<file path="src/rtl/sdclk_pkg.sv">
package sdclk_pkg;
  localparam int unsigned DIV_LSB  = 8;
  localparam int unsigned SDEN_BIT = 2;
  localparam int unsigned STBL_BIT = 1;
  localparam int unsigned IEN_BIT  = 0;

  typedef struct packed {
    logic [7:0] div;
    logic       sd_en;
    logic       int_en;
  } ctl_t;
endpackage

</file>
<file path="src/rtl/sdclk_regs.sv">
module sdclk_regs
  import sdclk_pkg::*;
(
  input  logic        clk_i,
  input  logic        rst_ni,
  input  logic        wr_en_i,
  input  logic [15:0] wr_data_i,
  input  logic        stable_i,
  output ctl_t        ctl_o,
  output logic [15:0] rd_data_o
);
  ctl_t ctl_q;
  logic unused_wr;

  assign unused_wr = ^{wr_data_i[7:3], wr_data_i[STBL_BIT]};

  always_ff @(posedge clk_i or negedge rst_ni) begin
    if (!rst_ni) begin
      ctl_q <= '0;
    end else if (wr_en_i) begin
      ctl_q.div    <= wr_data_i[DIV_LSB +: 8];
      ctl_q.sd_en  <= wr_data_i[SDEN_BIT];
      ctl_q.int_en <= wr_data_i[IEN_BIT];
    end
  end

  always_comb begin
    rd_data_o                = '0;
    rd_data_o[DIV_LSB +: 8]  = ctl_q.div;
    rd_data_o[SDEN_BIT]      = ctl_q.sd_en;
    rd_data_o[STBL_BIT]      = stable_i;
    rd_data_o[IEN_BIT]       = ctl_q.int_en;
  end

  assign ctl_o = ctl_q;
endmodule

</file>
<file path="src/rtl/sdclk_stable.sv">
module sdclk_stable #(
  parameter int unsigned STABLE_CYCLES = 16
) (
  input  logic clk_i,
  input  logic rst_ni,
  input  logic int_en_i,
  output logic stable_o
);
  localparam int unsigned CW = $clog2(STABLE_CYCLES + 1);
  localparam logic [CW-1:0] LIMIT = CW'(STABLE_CYCLES);

  logic [CW-1:0] cnt_q;

  always_ff @(posedge clk_i or negedge rst_ni) begin
    if (!rst_ni)               cnt_q <= '0;
    else if (!int_en_i)        cnt_q <= '0;
    else if (cnt_q != LIMIT)   cnt_q <= cnt_q + 1'b1;
  end

  // drop with the enable, not one cycle later
  assign stable_o = int_en_i && (cnt_q == LIMIT);
endmodule

</file>
<file path="src/rtl/sdclk_div.sv">
module sdclk_div #(
  parameter int unsigned DIV_W = 8
) (
  input  logic             clk_i,
  input  logic             rst_ni,
  input  logic             run_i,
  input  logic [DIV_W-1:0] div_i,
  output logic             card_clk_o,
  output logic             rise_next_o
);
  logic [DIV_W-1:0] ph_q, act_q, half_new, cur;
  logic             clk_q, last;

  assign half_new = (div_i == '0) ? DIV_W'(1) : div_i;
  // fresh divisor sampled only on the first cycle of a low phase
  assign cur  = (!clk_q && ph_q == '0) ? half_new : act_q;
  assign last = (ph_q == cur - 1'b1);

  always_ff @(posedge clk_i or negedge rst_ni) begin
    if (!rst_ni) begin
      clk_q <= 1'b0;
      ph_q  <= '0;
      act_q <= DIV_W'(1);
    end else begin
      act_q <= cur;
      if (clk_q) begin
        if (last) begin
          clk_q <= 1'b0;
          ph_q  <= '0;
        end else begin
          ph_q <= ph_q + 1'b1;
        end
      end else if (!run_i) begin
        ph_q <= '0;
      end else if (last) begin
        clk_q <= 1'b1;
        ph_q  <= '0;
      end else begin
        ph_q <= ph_q + 1'b1;
      end
    end
  end

  assign card_clk_o  = clk_q;
  assign rise_next_o = !clk_q && run_i && last;
endmodule

</file>
<file path="src/rtl/sdclk_ctrl.sv">
module sdclk_ctrl
  import sdclk_pkg::*;
#(
  parameter int unsigned STABLE_CYCLES = 16
) (
  input  logic        clk_i,
  input  logic        rst_ni,
  input  logic        wr_en_i,
  input  logic [15:0] wr_data_i,
  output logic [15:0] rd_data_o,
  output logic        card_clk_o,
  output logic        card_clk_en_o
);
  ctl_t ctl;
  logic stable;

  sdclk_regs u_regs (
    .clk_i     (clk_i),
    .rst_ni    (rst_ni),
    .wr_en_i   (wr_en_i),
    .wr_data_i (wr_data_i),
    .stable_i  (stable),
    .ctl_o     (ctl),
    .rd_data_o (rd_data_o)
  );

  sdclk_stable #(.STABLE_CYCLES(STABLE_CYCLES)) u_stable (
    .clk_i    (clk_i),
    .rst_ni   (rst_ni),
    .int_en_i (ctl.int_en),
    .stable_o (stable)
  );

  sdclk_div #(.DIV_W(8)) u_div (
    .clk_i       (clk_i),
    .rst_ni      (rst_ni),
    .run_i       (ctl.sd_en && stable),
    .div_i       (ctl.div),
    .card_clk_o  (card_clk_o),
    .rise_next_o (card_clk_en_o)
  );
endmodule

</file>
<file path="config.mk">
export PLATFORM = sky130hd
export DESIGN_NAME = sdclk_ctrl
export DESIGN_NICKNAME = d
export VERILOG_FILES = /design/src/rtl/sdclk_pkg.sv /design/src/rtl/sdclk_regs.sv /design/src/rtl/sdclk_stable.sv /design/src/rtl/sdclk_div.sv /design/src/rtl/sdclk_ctrl.sv
export SDC_FILE = /design/constraint.sdc
export NUM_CORES = 1
export LEC_CHECK = 0
export ABC_AREA = 0
export BUFFER_PORTS_ARGS = -buffer_cell sky130_fd_sc_hd__buf_2
export CORE_MARGIN = 1
export CORE_UTILIZATION = 23
export CTS_BUF_LIST = sky130_fd_sc_hd__clkbuf_16
export DETAILED_ROUTE_END_ITERATION = 10
export SLEW_MARGIN = 10
export SYNTH_ARGS = -nofsm -noshare
export SYNTH_HDL_FRONTEND = slang
export SYNTH_SLANG_ARGS = --single-unit
</file>
<file path="constraint.sdc">
create_clock -name clk_i -period 7.59 [get_ports clk_i]
set_clock_uncertainty 0.15 [all_clocks]
set_input_delay 0.759 -clock clk_i [delete_from_list [all_inputs] [get_ports clk_i]]
set_output_delay 0.759 -clock clk_i [all_outputs]
set_load 0.01 [all_outputs]
</file>
# ---- After elaboration in Yosys (flattened, before gate mapping)
# Index checks and enable logic that the tools add are counted.
dict set report op_classes {
  reduce_logical 8
  n_addsub 3
  mux 11
  eq_ne 4
}
# op count
set op_table {}
lappend op_table {{8-bit two-way mux} 5}
lappend op_table {{8-bit zero test} 2}
lappend op_table {{5-bit two-way mux} 2}
lappend op_table {{8-bit by 1-bit adder with 8-bit output (second input constant)} 1}
lappend op_table {{8-bit equality test} 1}
lappend op_table {{8-bit by 1-bit subtractor with 8-bit output (second input constant)} 1}
lappend op_table {{5-bit by 1-bit adder with 5-bit output (second input constant)} 1}
lappend op_table {{5-bit equality test (second input constant)} 1}
lappend op_table {{1-bit logical AND} 5}
lappend op_table {{5-bit != test (second input constant)} 1}
lappend op_table {{1-bit two-way mux} 4}
lappend op_table {{2-bit by 1-bit != test with 1-bit output (second input constant)} 1}
lappend op_table {{1-bit zero test} 1}
dict set report totals {
  elab_cells 33
  reg_bits 32
  output_inout_bits 18
}

# ---- Logic depth before layout (Yosys ltp)
# Gate-level depths: netlist of the first run.
dict set report depth {
  word_depth 8
  depth_mapped 14
  mapped_depth_nobuf 13
}

# ---- Modules after synthesis
# A second synthesis of the first run with hierarchy kept.
dict set report unflattened {
  hier_cells 201
  hier_area_um2 2083.2
}
# module n_inst area_per_inst_um2 cells_per_inst seq_area_each_um2
set by_module_without_submodules {}
lappend by_module_without_submodules {sdclk_div 1 1247.4 134 426.7}
lappend by_module_without_submodules {sdclk_regs 1 535.5 38 250.2}
lappend by_module_without_submodules {sdclk_stable 1 294.0 28 125.1}
lappend by_module_without_submodules {sdclk_ctrl 1 6.3 1 0.0}

# ---- Worst setup path after synthesis of the first run
# Ideal clock, no wire load.
dict set report synth_timing {
  path_type {register to output}
  start {register u_div.ph_q[0]}
  end {output port card_clk_en_o}
  path_buffers 0
  setup_slack_ns 3.015
  arrival_ns 3.666
  path_stages_with_launch 14
  path_cell_list {dfrtp_1 > inv_1 > ha_1 > or4b_1 > a2111oi_0 > o21bai_1 > ha_1 > or3b_2 > a2111oi_0 > a21oi_1 > o31ai_1 > o211ai_1 > or3_4 > nor3_1}
}
dict set report synth_via {
  elab_chain_cells 6
}
# element line_no
set synth_lines {}
lappend synth_lines {{start: declaration} sdclk_div.sv:11} ;# logic [DIV_W-1:0] ph_q, act_q, half_new, cur;
lappend synth_lines {{start signal: assignment} sdclk_div.sv:31} ;# ph_q <= ph_q + 1'b1;
lappend synth_lines {{start signal: assignment} sdclk_div.sv:39} ;# ph_q <= ph_q + 1'b1;
lappend synth_lines {{8-bit zero test} sdclk_div.sv:16} ;# assign cur = (!clk_q && ph_q == '0) ? half_new : act_q;
lappend synth_lines {{1-bit logical AND} sdclk_div.sv:16}
lappend synth_lines {{8-bit two-way mux} sdclk_div.sv:16}
lappend synth_lines {{8-bit by 1-bit subtractor with 8-bit output} sdclk_div.sv:17} ;# assign last = (ph_q == cur - 1'b1);
lappend synth_lines {{8-bit equality test (*)} sdclk_div.sv:17}
lappend synth_lines {{1-bit logical AND (*)} sdclk_div.sv:45} ;# assign rise_next_o = !clk_q && run_i && last;
lappend synth_lines {{end: declaration} sdclk_ctrl.sv:12} ;# output logic card_clk_en_o
# Mark *: on every way between the ends. The rest lies on a longest branch, timed or not.

# ---- Worst setup path after layout of the first run
# Same ends and word-level chain as after synthesis.

==> results of run 1 <==
==> area by class of cell <==
| cell class | instances | area [sq um] | area share [%] |
|---|---|---|---|
| clock buffer | 5 | 125 | 5.68 |
| clock inverter | 3 | 11.3 | 0.511 |
| multi-input combinational | 137 | 971 | 44.1 |
| timing repair buffer | 25 | 125 | 5.68 |
| tap | 102 | 128 | 5.79 |
| inverter | 11 | 41.3 | 1.87 |
| sequential | 32 | 802 | 36.4 |
==> through the flow <==
step | utilization, % | total power, mW | cells | hold WS [ps]
floorplan | - | 0.237 | 190 | 305
global placement | 26.6 | 0.255 | 307 | 324
detailed placement | 26.6 | 0.256 | 307 | 336
CTS | 28.4 | 0.443 | 315 | 351
global route | 28.4 | 0.461 | 315 | 366
finish | 28.4 | 0.436 | 315 | 345
==> metal layers <==
| metal | track usage (%) | vias up | routed length, um |
|---|---|---|---|
| met4 | 5.47 | 0 | 90 |
| met5 | 0 | - | 0 |
| met3 | 2.74 | 7 | 215 |
| met1 | 14.1 | 672 | 1970 |
| met2 | 14.8 | 40 | 1710 |
| li1 | - | 705 | - |
==> synthesized netlist by cell type, types with 2 or more instances <==
| cell | count |
|---|---|
| sky130_fd_sc_hd__nor2_1 | 14 |
| sky130_fd_sc_hd__or3_4 | 2 |
| sky130_fd_sc_hd__dfrtp_1 | 31 |
| sky130_fd_sc_hd__nor3_1 | 4 |
| sky130_fd_sc_hd__nand2_1 | 16 |
| sky130_fd_sc_hd__mux2_2 | 10 |
| sky130_fd_sc_hd__ha_1 | 5 |
| sky130_fd_sc_hd__nor4_2 | 2 |
| sky130_fd_sc_hd__inv_1 | 11 |
| sky130_fd_sc_hd__mux2i_1 | 3 |
| sky130_fd_sc_hd__and3_1 | 2 |
| sky130_fd_sc_hd__a2111oi_0 | 2 |
| sky130_fd_sc_hd__nor2b_1 | 2 |
| sky130_fd_sc_hd__and2_1 | 5 |
| sky130_fd_sc_hd__buf_2 | 2 |
| sky130_fd_sc_hd__o21ai_0 | 8 |
| sky130_fd_sc_hd__xnor2_1 | 9 |
| sky130_fd_sc_hd__buf_4 | 7 |
| sky130_fd_sc_hd__nand3_1 | 7 |
| sky130_fd_sc_hd__or3_1 | 2 |
| sky130_fd_sc_hd__or4_1 | 2 |
| sky130_fd_sc_hd__nor4_1 | 2 |
| sky130_fd_sc_hd__a32oi_1 | 2 |
| sky130_fd_sc_hd__a21oi_1 | 5 |
| sky130_fd_sc_hd__or3b_2 | 2 |
| sky130_fd_sc_hd__o31ai_1 | 3 |
| sky130_fd_sc_hd__xor2_1 | 5 |
==> power by group <==
group / internal (mW) / switching, mW
logic: 0.0262 / 0.0274
registers: 0.183 / 0.0160
clock network: 0.117 / 0.0658
==> worst max-delay path: stages (launching register included) <==
cell	delay (ps)
sky130_fd_sc_hd__dfrtp_1	460
sky130_fd_sc_hd__inv_1	90
sky130_fd_sc_hd__ha_1	150
sky130_fd_sc_hd__or4b_1	540
sky130_fd_sc_hd__nor2_1	610
sky130_fd_sc_hd__o21bai_1	240
sky130_fd_sc_hd__ha_1	290
sky130_fd_sc_hd__or3b_2	230
sky130_fd_sc_hd__a2111oi_0	70
sky130_fd_sc_hd__a21oi_1	220
sky130_fd_sc_hd__nor2_1	70
sky130_fd_sc_hd__or4b_4	500
sky130_fd_sc_hd__or3_4	430
sky130_fd_sc_hd__nor3_1	190
sky130_fd_sc_hd__buf_2	160
==> cells by family (layout without fill, tap and decap cells) <==
kind of cell | Yosys count | in the layout | synth area share (%)
mux | 14 | 14 | 8.45
other cells | 1 | 5 | 0.201
buf+inv | 21 | 44 | 5.77
xor+xnor | 14 | 14 | 6.57
flops | 32 | 32 | 43.0
compound gates | 29 | 29 | 10.8
simple gates | 70 | 70 | 21.9
fa+ha+maj | 5 | 5 | 3.35
==> worst paths after layout <==
| path | start | to | slack (ps) | depth (start not counted) |
|---|---|---|---|---|
| max in group asynchronous | rst_ni | u_div.ph_q[3] | 6440 | 1 |
| max | u_div.ph_q[0] | card_clk_en_o | 2140 | 14 |
| min | u_div.act_q[7] | u_div.act_q[7] | 340 | 2 |
| max reg2reg | u_div.ph_q[0] | u_div.card_clk_o | 3110 | 13 |
| min in group asynchronous | rst_ni | u_regs.ctl_o[3] | 380 | 1 |
| min reg2reg | u_div.act_q[7] | u_div.act_q[7] | 340 | 2 |
==> registers in the layout (all words and copies together) (netlist names) <==
name	cells
u_div.act_q	8
u_regs.ctl_o	10
u_div.ph_q	8
u_div.card_clk_o	1
u_stable.cnt_q	5
==> impl_metrics.ini, run 1 <==
[run_status]
result_of_the_run = completed

[drt]
detailedRoute.firstIterationViolations = 111
avgRoutedWirePerCell_um = 12.6
route.final.wire_length_um = 3980
detail_route.vias_per_cell = 4.52
detail_route.first_pass.iterations = 4
antenna_left = 0
detail_route.drc_violations = 0
detailroute.via_count = 1424

[timing]
drv_slew = 0
finalHoldViolCount = 0
rsz0062_at_grt = no
postLayoutSetupSlackWorst_ps = 2140
final.min_clock_period_ps = 5450
setup_viol = 0
post-route-period-util_pct = 71.8
max_freq_mhz = 183
setup_total_negative_slack_ps = 0
max_slew.worst_pin.slew_ps = 721
worst_max_slew_margin_expressed_relative_to_the_limit_pct = 51.7

[cells_and_area]
mostFrequentLayoutCells = sky130_fd_sc_hd__dfrtp_1, sky130_fd_sc_hd__buf_2, sky130_fd_sc_hd__nand2_1, sky130_fd_sc_hd__nor2_1, sky130_fd_sc_hd__inv_1
filler_cell_count = 825
areaGrowthSynthToFinish_pct = 18.1
stdcell_area_sq_um = 2200
drive_above_1_share_pct = 24.4
diodes = 0
most_frequent_standard_cell_in_the_layout_excluding_fill_and_tap_cells = sky130_fd_sc_hd__dfrtp_1
finalNetCount = 236

[power]
p_leak_nw = 0.962
pwr_density_cell_nw_per_um2 = 198
power.ir.vdd_worst_mv = 0.0732

[floorplanning]
initial_core_util_pct = 24.0
core_footprint_sq_um = 7770
placement_rows = 32
io-pin-count = 37
chipHeight_um = 92.1
die_area_sq_um = 8480
chipWidth_um = 92.1

[place]
dpl-instance-area_sq_um = 2070
post_placement_setup_slack_ps = 2450
detailed_place_hpwl_um = 2920
globalplace.congestion = 0.863
number_of_buffers_added_on_ports = 25

[grt]
gr-total-overflow = 0
antenna_found_initial = 0
grt_max_degree = 33
grt.total_usage_pct = 10.3
grt_pass1_wl_um = 6760
grt_pass1_vias = 1369

[cts]
post_cts_resize_count = 0
cts.sinks = 32
clk-insertion-delay-late_ps = 270
cts-hold-fix-buffers = 0
cts_tree = yes
cts_root_buffer = sky130_fd_sc_hd__clkbuf_16
cts_made_buffers = 5
cts_setup_buffers = 0
cts.clk_slew.worst_paths_ps = 50
clk_path_buf_depth = 2
htree_levels = 2

[hold_path]
holdCritPathClass = reg -> reg

[synth]
synthTopCellsByArea = sky130_fd_sc_hd__dfrtp_1, sky130_fd_sc_hd__mux2_2, sky130_fd_sc_hd__xnor2_1
synth.yosys.seq_area_share_pct = 43.0
synth_edf_count = 0
synth_warnings = 0
mappedNetlistArea_sq_um = 1870
postSynth.asyncResetShare_pct = 100
avgSynthCellArea_sq_um = 10.0
synthesis.instances = 186
postSynth.topFlopCell = sky130_fd_sc_hd__dfrtp_1
postSynthRegisterBits = 32
library_cell_occupying_the_most_area_in_the_post_synthesis_netlist = sky130_fd_sc_hd__dfrtp_1
yosys.area.top_type_share_pct = 41.6
ys_types = 48

[flow_run]
drv_cap = 0

[critical_path]
start_kind = register
cp.required_ps = 6680
critical_path.endpoint_type = primary output
data_arrival_time_of_the_critical_path_ps = 4540
timing.setup.critical_path_class = reg -> out
worst_path_fanout_max = 12
Power figures use the tool's default switching activity.
==> run 2, diff against run 1 <==
==> constraint.sdc (replaced) <==
create_clock -name clk_i -period 4.4 [get_ports clk_i]
set_clock_uncertainty 0.15 [all_clocks]
set_input_delay 0.44 -clock clk_i [delete_from_list [all_inputs] [get_ports clk_i]]
set_output_delay 0.44 -clock clk_i [all_outputs]
set_load 0.01 [all_outputs]
==> run 2 against run 1 <==
Compared with the run above:
- critical path type unchanged
- highest routed layer unchanged
- first-iteration DRC count down 30%
- critical endpoint unchanged
- critical path depth up 1
- clock power up 73%
==> impl_metrics.ini, run 2 (synthesis results as in run 1) <==
[run_status]
result_of_the_run = completed

[timing]
post-route-period-util_pct = 96.6
max_slew.worst_pin.slew_ps = 705
postLayoutSetupSlackWorst_ps = 150
setup_viol = 0
max_freq_mhz = 235
drv_slew = 0
finalHoldViolCount = 0
final.min_clock_period_ps = 4250
worst_max_slew_margin_expressed_relative_to_the_limit_pct = 53.0
hold_ws_ps = 64.5

[grt]
gr-total-overflow = 0
grt.total_usage_pct = 11.2
antenna_found_initial = 0
grt_max_degree = 33
grt_pass1_wl_um = 7210
grt_pass1_vias = 1457

[critical_path]
cp.required_ps = 3810
data_arrival_time_of_the_critical_path_ps = 3660
reg2reg_depth = 15
critical_path.endpoint_type = primary output
timing.reg2reg.setup_slack_ps = 630
crit_path_start = u_div.ph_q[0]
timing.setup.critical_path_class = reg -> out
r2r_path_end = u_div.card_clk_o
timing.rr.start = u_div.ph_q[0]
worst_path_fanout_max = 3
start_kind = register

[cells_and_area]
stdcell_area_sq_um = 2450
max_reg_flops = 10
diodes = 0
final_non_filler_cell_total = 336
mostFrequentLayoutCells = sky130_fd_sc_hd__dfrtp_1, sky130_fd_sc_hd__buf_2, sky130_fd_sc_hd__buf_4, sky130_fd_sc_hd__nand2_1, sky130_fd_sc_hd__nor2_1
most_frequent_standard_cell_in_the_layout_excluding_fill_and_tap_cells = sky130_fd_sc_hd__dfrtp_1
areaGrowthSynthToFinish_pct = 31.6
drive_above_1_share_pct = 35.9
finalNetCount = 258

[floorplanning]
initial_core_util_pct = 24.0
placement_rows = 32
chipHeight_um = 92.1
chipWidth_um = 92.1
die_area_sq_um = 8480
io-pin-count = 37
core_footprint_sq_um = 7770

[cts]
cts-hold-fix-buffers = 0
cts_made_buffers = 5
cts.sinks = 32
cts_tree = yes
cts.clk_slew.worst_paths_ps = 50
clk-insertion-delay-late_ps = 270
cts_root_buffer = sky130_fd_sc_hd__clkbuf_16
htree_levels = 2
clk_path_buf_depth = 2

[power]
total_power_uw = 774
pwr_density_cell_nw_per_um2 = 315
power.ir.vdd_worst_mv = 0.146
p_leak_nw = 1.08

[drt]
detail_route.vias_per_cell = 4.54
detailedRoute.firstIterationViolations = 78
detail_route.drc_violations = 0
detail_route.first_pass.iterations = 4
avgRoutedWirePerCell_um = 13.0
route.final.wire_length_um = 4360
antenna_left = 0
detailroute.via_count = 1524

[place]
detailed_place_hpwl_um = 3300
globalplace.congestion = 0.842
post_placement_setup_slack_ps = 2.39
dpl-instance-area_sq_um = 2190
cell_count_post_placement = 324
number_of_buffers_added_on_ports = 25

[hold_path]
holdCritPathClass = in -> async

[flow_run]
drv_cap = 0
-- run 2: cell count changes in the layout (fill, tap and decap cells not counted), sizes merged --
| cell | delta |
|---|---|
| buf | +22 |
| inv | -1 |
-- run 2: what timing repair did --
item,4_1_cts,5_1_grt
pin swaps,3,4
gates resized for setup,6,13
endpoints found under the setup margin,1,1
buffers inserted,2,3
-- run 2: through the flow --
stage	utilization [%]	TNS [ps]
floorplan	-	0
global placement	28.3	0
detailed placement	28.3	0
CTS	30.4	0
global route	31.6	-32.1
finish	31.6	0
-- run 2: worst max-delay path by stage --
stage	depth (start not counted)	endpoint
after floorplan	13	card_clk_en_o
after global placement	14	card_clk_en_o
after detailed placement	14	card_clk_en_o
after CTS	14	card_clk_en_o
after global routing	14	card_clk_en_o
final	15	card_clk_en_o
-- run 2: layer usage --
layer	part of all wire, %	wire length [um]	GRT usage (%)	up-vias
li1	-	-	-	745
met1	48	2100	15.0	729
met2	45	1950	17.0	42
met3	5.3	231	2.57	8
met4	2.0	89	5.47	0
met5	0	0	0	-
-- run 2: area by class of cell --
| type | instances | area [sq um] |
|---|---|---|
| Clock inverter | 2 | 8.76 |
| Tap cell | 102 | 128 |
| Multi-Input combinational cell | 137 | 1060 |
| Timing Repair Buffer | 47 | 290 |
| Sequential cell | 32 | 802 |
| Fill cell | 797 | 5310 |
| Clock buffer | 5 | 125 |
| Inverter | 11 | 41.3 |
-- run 2: report_power, final --
| group | internal [mW] | leakage, nW | switching (mW) |
|---|---|---|---|
| sequential | 0.316 | 0.403 | 0.0287 |
| clock | 0.202 | 0.0709 | 0.115 |
| combinational | 0.0578 | 0.608 | 0.0542 |
-- run 2: worst max-delay path, cell delays in order, from the launching register on --
cell and delay [ps]:
sky130_fd_sc_hd__dfrtp_1 370, sky130_fd_sc_hd__inv_1 60, sky130_fd_sc_hd__ha_1 150, sky130_fd_sc_hd__or4b_4 490, sky130_fd_sc_hd__buf_4 170, sky130_fd_sc_hd__nor2_4 130, sky130_fd_sc_hd__o21bai_4 70, sky130_fd_sc_hd__ha_2 200
sky130_fd_sc_hd__or3b_4 250, sky130_fd_sc_hd__nor3_1 60, sky130_fd_sc_hd__a21oi_2 180, sky130_fd_sc_hd__nor2_1 70, sky130_fd_sc_hd__or4b_4 500, sky130_fd_sc_hd__or3_4 370, sky130_fd_sc_hd__nor3_4 160, sky130_fd_sc_hd__buf_2 150
==> run 3, diff against run 2 <==
--- a/config.mk
+++ b/config.mk
@@ -7,8 +7,9 @@
 export LEC_CHECK = 0
 export ABC_AREA = 0
 export BUFFER_PORTS_ARGS = -buffer_cell sky130_fd_sc_hd__buf_2
+export CAP_MARGIN = 5
 export CORE_MARGIN = 1
-export CORE_UTILIZATION = 23
+export CORE_UTILIZATION = 40
 export CTS_BUF_LIST = sky130_fd_sc_hd__clkbuf_16
 export DETAILED_ROUTE_END_ITERATION = 10
 export SLEW_MARGIN = 10
==> run 3 against run 2 <==
Compared with the run above:
- final cell count down 14%
- via count down 0.52%
- sequential power about the same
- die area down 42%
- clock power up 21%
- total power up 8.0%
- flip-flop and latch count unchanged
- cell area down 1.2%
- register-to-register slack worse by 80 ps
- wire length down 6.3%
- combinational power about the same
==> impl_metrics.ini, run 3 (synthesis results as in run 1) <==
[run_status]
result_of_the_run = completed

[grt]
grt.total_usage_pct = 18.4
grt_pass1_wl_um = 7000
gr-total-overflow = 0
grt_pass1_vias = 1459
antenna_found_initial = 0
grt_max_degree = 33

[cells_and_area]
mostFrequentLayoutCells = sky130_fd_sc_hd__dfrtp_1, sky130_fd_sc_hd__buf_2, sky130_fd_sc_hd__buf_4, sky130_fd_sc_hd__nand2_1, sky130_fd_sc_hd__nor2_1
most_frequent_standard_cell_in_the_layout_excluding_fill_and_tap_cells = sky130_fd_sc_hd__dfrtp_1
seqCellArea_sq_um = 802
max_reg_flops = 10
finalNetCount = 259
diodes = 0
areaGrowthSynthToFinish_pct = 30.0
final_core_utilization_pct = 54.9
stdcell_area_sq_um = 2420
multiInputGateArea_sq_um = 1050
drive_above_1_share_pct = 37.7
filler_cell_count = 394
final_non_filler_cell_total = 288

[critical_path]
path_delay_family = simple AND/OR/NAND/NOR gates
critical_path.endpoint_type = primary output
worst_path_bufs_invs = 1
crit_path_cell_trace = or4_1 -> a2111oi_4 -> o21bai_4 -> ha_2 -> or3b_4 -> nand3b_1 -> o21ai_2 -> nor4_2 -> o211ai_1 -> or3_4 -> nor3_2 -> buf_2
cp_slowest_stage_delay_ps = 640
worst_path_max_delay_cell = sky130_fd_sc_hd__or4_1
worst_path_fanout_max = 4
cp.required_ps = 3810
timing.setup.critical_path_class = reg -> out
start_kind = register
data_arrival_time_of_the_critical_path_ps = 3720

[cts]
cts.clk_slew.worst_paths_ps = 50
cts_made_buffers = 5
cts_tree = yes
cts-hold-fix-buffers = 0
htree_levels = 2
cts_root_buffer = sky130_fd_sc_hd__clkbuf_16
cts.sinks = 32
clk_path_buf_depth = 2
clk-insertion-delay-late_ps = 280

[timing]
rsz0062_at_grt = yes
max_freq_mhz = 232
worst_max_slew_margin_expressed_relative_to_the_limit_pct = 52.0
setup_viol = 0
final.min_clock_period_ps = 4310
setup_total_negative_slack_ps = 0
post-route-period-util_pct = 98.0
max_slew.worst_pin.slew_ps = 714
finalHoldViolCount = 0
drv_slew = 0

[floorplanning]
chipWidth_um = 70.3
io-pin-count = 37
initial_core_util_pct = 42.3
core_footprint_sq_um = 4410
chipHeight_um = 70.3
placement_rows = 24
die_area_sq_um = 4940

[drt]
avgRoutedWirePerCell_um = 14.2
detail_route.drc_violations = 0
route.final.wire_length_um = 4090
detailroute.via_count = 1516
detail_route.vias_per_cell = 5.26
antenna_left = 0
detailedRoute.firstIterationViolations = 116
detail_route.first_pass.iterations = 4

[power]
pwr_density_cell_nw_per_um2 = 345
p_leak_nw = 1.10
total_power_uw = 836
power.ir.vdd_worst_mv = 0.243

[place]
dpl-instance-area_sq_um = 2150
globalplace.congestion = 0.901
number_of_buffers_added_on_ports = 25
cell_count_post_placement = 277
detailed_place_hpwl_um = 2970

[flow_run]
drv_cap = 0

[hold_path]
holdCritPathClass = in -> async
==> run 3: cell type report <==
cell class / count / share of cell area (%)
Clock inverter: 3 / 1.60
Inverter: 11 / 1.70
Clock buffer: 5 / 5.16
Tap cell: 52 / 2.68
Sequential cell: 32 / 33.1
Timing Repair Buffer: 48 / 12.3
Multi-Input combinational cell: 137 / 43.5
==> run 3: power by group <==
part	switching (mW)	total, mW	internal, mW
registers	0.0275	0.344	0.316
logic	0.0533	0.109	0.0559
clock network	0.120	0.383	0.263
==> run 3: routing by layer <==
| layer | GRT usage, % | wire [um] | up-vias | share of wire (%) |
|---|---|---|---|---|
| met5 | 0 | 0 | - | 0 |
| met4 | 5.78 | 28 | 0 | 0.69 |
| met3 | 5.63 | 174 | 4 | 4.3 |
| met2 | 26.6 | 1860 | 36 | 46 |
| met1 | 26.3 | 2020 | 729 | 49 |
| li1 | - | - | 747 | - |
==> run 3: path summary, 6_finish.rpt <==
path | slack, ps | startpoint | to | cells past startpoint
min in group clk_i | 220 | wr_data_i[13] | u_regs.ctl_o[7] | 3
hold / removal | 60 | rst_ni | u_div.ph_q[3] | 1
hold reg to reg | 370 | u_div.act_q[7] | u_div.act_q[7] | 2
setup / recovery | 90 | u_div.ph_q[5] | card_clk_en_o | 12
max in group asynchronous | 3590 | rst_ni | u_div.ph_q[0] | 1
setup reg to reg | 550 | u_div.ph_q[5] | u_div.card_clk_o | 12
==> run 3: repair_timing <==
action | CTS | global route
endpoints found under the setup margin | 1 | 1
pin swaps | 3 | 6
setup buffers | 1 | 2
gates resized for setup | 7 | 13
==> run 3: stage by stage <==
| stage | setup WS (ps) | hold slack (ps) |
|---|---|---|
| after floorplan | 144 | -5.59 |
| after global placement | 87.5 | 337 |
| after detailed placement | -0.752 | 350 |
| after CTS | 1.27 | 90.4 |
| after global routing | -97.3 | 129 |
| final | 86.2 | 59.9 |
